$ cat src/rtl/pend_stat_reg.sv
module pend_stat_reg #(
  parameter int STAT_W  = 8,
  parameter int OOR_BIT = 5
) (
  input  logic              clk,
  input  logic              rst_n,
  input  logic              call_evt,
  input  logic [STAT_W-1:0] call_stat,
  input  logic              rx_en,
  input  logic              oor_enter,
  input  logic              oor_clear,
  input  logic              rd_stb,
  output logic [STAT_W-1:0] stat_q,
  output logic              irq
);

  logic [STAT_W-1:0] pri, sec, evt_byte;
  logic sec_v, irq_r, rd_busy, rx_en_d, oor_live, oor_rep;

  wire rx_fall = rx_en_d & ~rx_en;
  wire oor_nxt = rx_fall ? oor_live : oor_rep;
  wire oor_evt = rx_fall & (oor_live != oor_rep);
  wire evt     = call_evt | oor_evt;

  always_comb begin
    evt_byte          = call_evt ? call_stat : '0;
    evt_byte[OOR_BIT] = oor_nxt;
  end

  always_ff @(posedge clk or negedge rst_n) begin
    if (!rst_n) begin
      pri      <= '0;
      sec      <= '0;
      sec_v    <= 1'b0;
      irq_r    <= 1'b0;
      rd_busy  <= 1'b0;
      rx_en_d  <= 1'b0;
      oor_live <= 1'b0;
      oor_rep  <= 1'b0;
    end else begin
      rx_en_d <= rx_en;
      rd_busy <= rd_stb;
      oor_rep <= oor_nxt;
      if (oor_enter)      oor_live <= 1'b1;
      else if (oor_clear) oor_live <= 1'b0;

      if (rd_stb) begin
        irq_r <= 1'b0;
        if (evt) begin
          sec   <= evt_byte;
          sec_v <= 1'b1;
        end
      end else if (rd_busy) begin
        if (sec_v) begin
          pri   <= sec;
          irq_r <= 1'b1;
          if (evt) sec <= evt_byte;
          else begin
            sec   <= '0;
            sec_v <= 1'b0;
          end
        end else if (evt) begin
          pri   <= evt_byte;
          irq_r <= 1'b1;
        end
      end else if (evt) begin
        if (irq_r) begin
          sec   <= evt_byte;
          sec_v <= 1'b1;
        end else begin
          pri   <= evt_byte;
          irq_r <= 1'b1;
        end
      end
    end
  end

  assign stat_q = pri;
  assign irq    = irq_r;

endmodule


$ cat config.mk
export PLATFORM = sky130hd
export DESIGN_NAME = pend_stat_reg
export DESIGN_NICKNAME = d
export VERILOG_FILES = /design/src/rtl/pend_stat_reg.sv
export SDC_FILE = /design/constraint.sdc
export NUM_CORES = 1
export LEC_CHECK = 0
export ABC_AREA = 1
export BUFFER_PORTS_ARGS = -buffer_cell sky130_fd_sc_hd__buf_2
export CAP_MARGIN = 10
export CORE_MARGIN = 1
export CORE_UTILIZATION = 55
export CTS_BUF_LIST = sky130_fd_sc_hd__clkbuf_8
export DETAILED_ROUTE_END_ITERATION = 7
export GPL_TIMING_DRIVEN = 0
export PLACE_DENSITY = 0.81
export SYNTH_ARGS = -nofsm -noshare
export SYNTH_HDL_FRONTEND = slang
export SYNTH_SLANG_ARGS = --single-unit
$ cat constraint.sdc
create_clock -name clk -period 1.3 [get_ports clk]
set_input_delay 0.13 -clock clk [delete_from_list [all_inputs] [get_ports clk]]
set_output_delay 0.13 -clock clk [all_outputs]
set_load 0.05 [all_outputs]
==> key figures <==
Timing
  • Fin. max-slew vios: 0
  • RSZ-0062 raised after global routing: false
  • Min cycle time layout: 1222 ps
  • Final setup violation count: 0
  • Setup total negative slack: 0 ps
  • Worst relative slew slack: 67.99%
  • Final worst path period share: 94.04%
  • Clk_skew: 2.154 ps
  • Max Clk Rate: 0.8180 GHz
  • Slew @ Worst Pin: 480.2 ps
  • Final Hold Viols: 0

Layout
  • Final net count: 169
  • Storage element area: 551.8 sq um
  • Fillers: 136
  • Layout cells sized above 1: 27.45%
  • Area growth, synth to finish: 20.49%
  • Fin cells: 178
  • Ant. Diodes: 0
  • Area of the multi-input gates: 432.9 sq um

Synth
  • Register bit total from synthesis: 22
  • Mapped cell area: 1069 sq um
  • Post-synthesis sequential area ratio: 51.52%
  • EDFF count, synth: 0
  • Syn avg cell area: 8.414 sq um
  • Synth Instances: 127
  • Synthesis Warnings: 0
  • Top cell type's share of synthesized area: 51.52%
  • Post-synth top flop: dfrtp_1
  • Synth area leader: dfrtp_1
  • FFs w/ async S/R, synth: 100.0%
  • Mapped Nets: 142
  • Synth top area cells: dfrtp_1, nand2_1, inv_1
  • Netlist cell types: 18

Worst hold path
  • Hold Crit Class: input port to flop

Detailed routing
  • Avg WL per Cell: 11.92 um
  • Vias post-DR: 890
  • Routed WL: 2121 um
  • Pre-Repair DR Iteration Count: 4
  • Routed Antenna Nets: 0
  • DRT iter0 DRCs: 16
  • Vias per cell: 5.000
  • DRC violations left: 0

Floorplan
  • Floorplan row count: 15
  • Die ar.: 2123 sq um
  • Initial Util: 60.57%
  • Die Height: 46.08 um
  • Die width: 46.08 um
  • Ports: 24
  • Core box area: 1764 sq um

CTS
  • Max Root-Sink Buffers: 2
  • Clock sink total: 22
  • Clock-pin transition on the worst setup and hold timing paths: 80 ps
  • H-tree depth: 1
  • Skew-Pair Late Insertion Delay: 260 ps
  • Root Driver: clkbuf_8
  • CTS tree: yes
  • TritonCTS buffer count: 3
  • Post-CTS Setup Bufs: 0

Run status
  • Status: finished clean

Pwr
  • Total power: 0.002045 W
  • PD cells: 1589 nW/um^2
  • Lkg Pwr: 0.7451 nW
  • Worst vdd ir: 1076 uV

Critical path
  • Required @ worst endpoint: 1450 ps
  • CP Capture Type: flop
  • CP max FO: 10
  • Worst reg2reg setup slack: 80 ps
  • Critical path arrival: 1370 ps
  • Setup crit start kind: flop
  • Worst Setup Path Type: flop to flop

Global routing
  • GR Overflow Total: 0
  • Vias in the first global route: 770
  • Largest net degree at the start of global routing: 23
  • Initial antenna violation count: 0
  • Overall Global Routing Usage: 22.31%
  • Global-route wire length before repair: 3318 um

Placement
  • Placed cell count: 173
  • PortBufs: 21
  • Gp weighted congestion: 0.7665
  • DP HPWL: 1514 um

Run
  • Max-cap violations: 0
## path summary, 6_finish.rpt
check / startpoint / end / depth (start not counted)
hold reg to reg: stat_q[7]$_DFFE_PN0P_ / stat_q[7]$_DFFE_PN0P_ / 2
min in group asynchronous: rst_n / oor_live$_DFFE_PN0P_ / 2
max in group asynchronous: rst_n / irq$_DFF_PN0_ / 2
hold / removal: rx_en / rx_en_d$_DFF_PN0_ / 1
setup reg to reg: rx_en_d$_DFF_PN0_ / stat_q[2]$_DFFE_PN0P_ / 8
setup / recovery: rx_en_d$_DFF_PN0_ / stat_q[2]$_DFFE_PN0P_ / 8
## cell type report
class,instances,share of cell area [%]
repair buffers,22,8.941
inverters,17,4.956
clock inverters,1,2.332
well taps,25,2.430
multi-input cells,85,33.62
clock buffers,3,3.207
plain buffers,3,1.652
flip-flops and latches,22,42.86
## what timing repair did
action / 4_1_cts / 5_1_grt
endpoints found under the setup margin: 0 / 1
gates resized for setup: 0 / 1
hold endpoints to repair: 22 / 0
hold buffers: 1 / 0
## power by group
| part | switching [W] | total [W] | internal (W) |
|---|---|---|---|
| combinational | 0.000416 | 0.000568 | 0.000152 |
| sequential | 0.0000574 | 0.000846 | 0.000788 |
| clock | 0.000221 | 0.000632 | 0.000411 |
## state kept, by name, summed over array words and instances (netlist names)
name and flops:
sec 8, irq 1, rd_busy 1, stat_q 8, sec_v 1, oor_rep 1, oor_live 1, rx_en_d 1
## synthesized netlist by cell type (2+ instances only)
cell type,instances
dfrtp_1,22
nand2_2,3
nand3_1,10
nand3_2,2
o21bai_1,2
nand2_4,3
buf_2,2
inv_1,16
o21ai_2,2
o21ai_0,7
o21ai_1,7
nand2_1,45
## cells in the final DEF (no fill, tap or decap)
cell type      count
inv_1             16
a21oi_4            1
clkbuf_8           3
buf_6              1
dfrtp_2            1
nand2_2            3
inv_2              1
nand3_2            2
a21boi_0           1
dfrtp_1           21
nor2_1             1
nand3_1           10
o21ai_2            2
nand2_1           45
o21ai_0            6
o21bai_1           2
nand2_4            3
bufinv_16          1
o21ai_1            8
dlygate4sd3_1      1
buf_2             23
nor2_4             1
## worst max-delay path, cell delays in order (launching register included)
cell and delay, ps:
dfrtp_1 360, inv_1 70, nor2_4 90, nand3_2 110
nand3_2 110, nand2_4 90, buf_6 150, nand2_1 80
o21ai_2 60
## per-layer routing
layer  GRT usage [%]  routed length [um]
met5               0                   0
met4           7.059                  25
met1           29.37                 921
met2           38.31                1047
met3           2.353                 127
## through the flow
stage,setup WS [ps],hold WS [ps],util [%],area [sq um]
floorplan,84.89,-165.6,-,1070
detailed placement,94.56,117.8,68.37,1206
CTS,71.18,30.09,72.98,1287
global placement,135.9,118.5,68.37,1206
finish,77.52,25.96,72.98,1287
global route,0.1941,25.56,72.98,1287
## logic make-up after synthesis
family | count (synthesis) | synth area share [%]
AND/OR/NAND/NOR | 65 | 28.69
buffers and inverters | 20 | 7.962
flip-flops | 22 | 51.52
AO/OA/AOI/OAI | 20 | 11.83
Note: power is estimated with default switching activity, not from simulation.
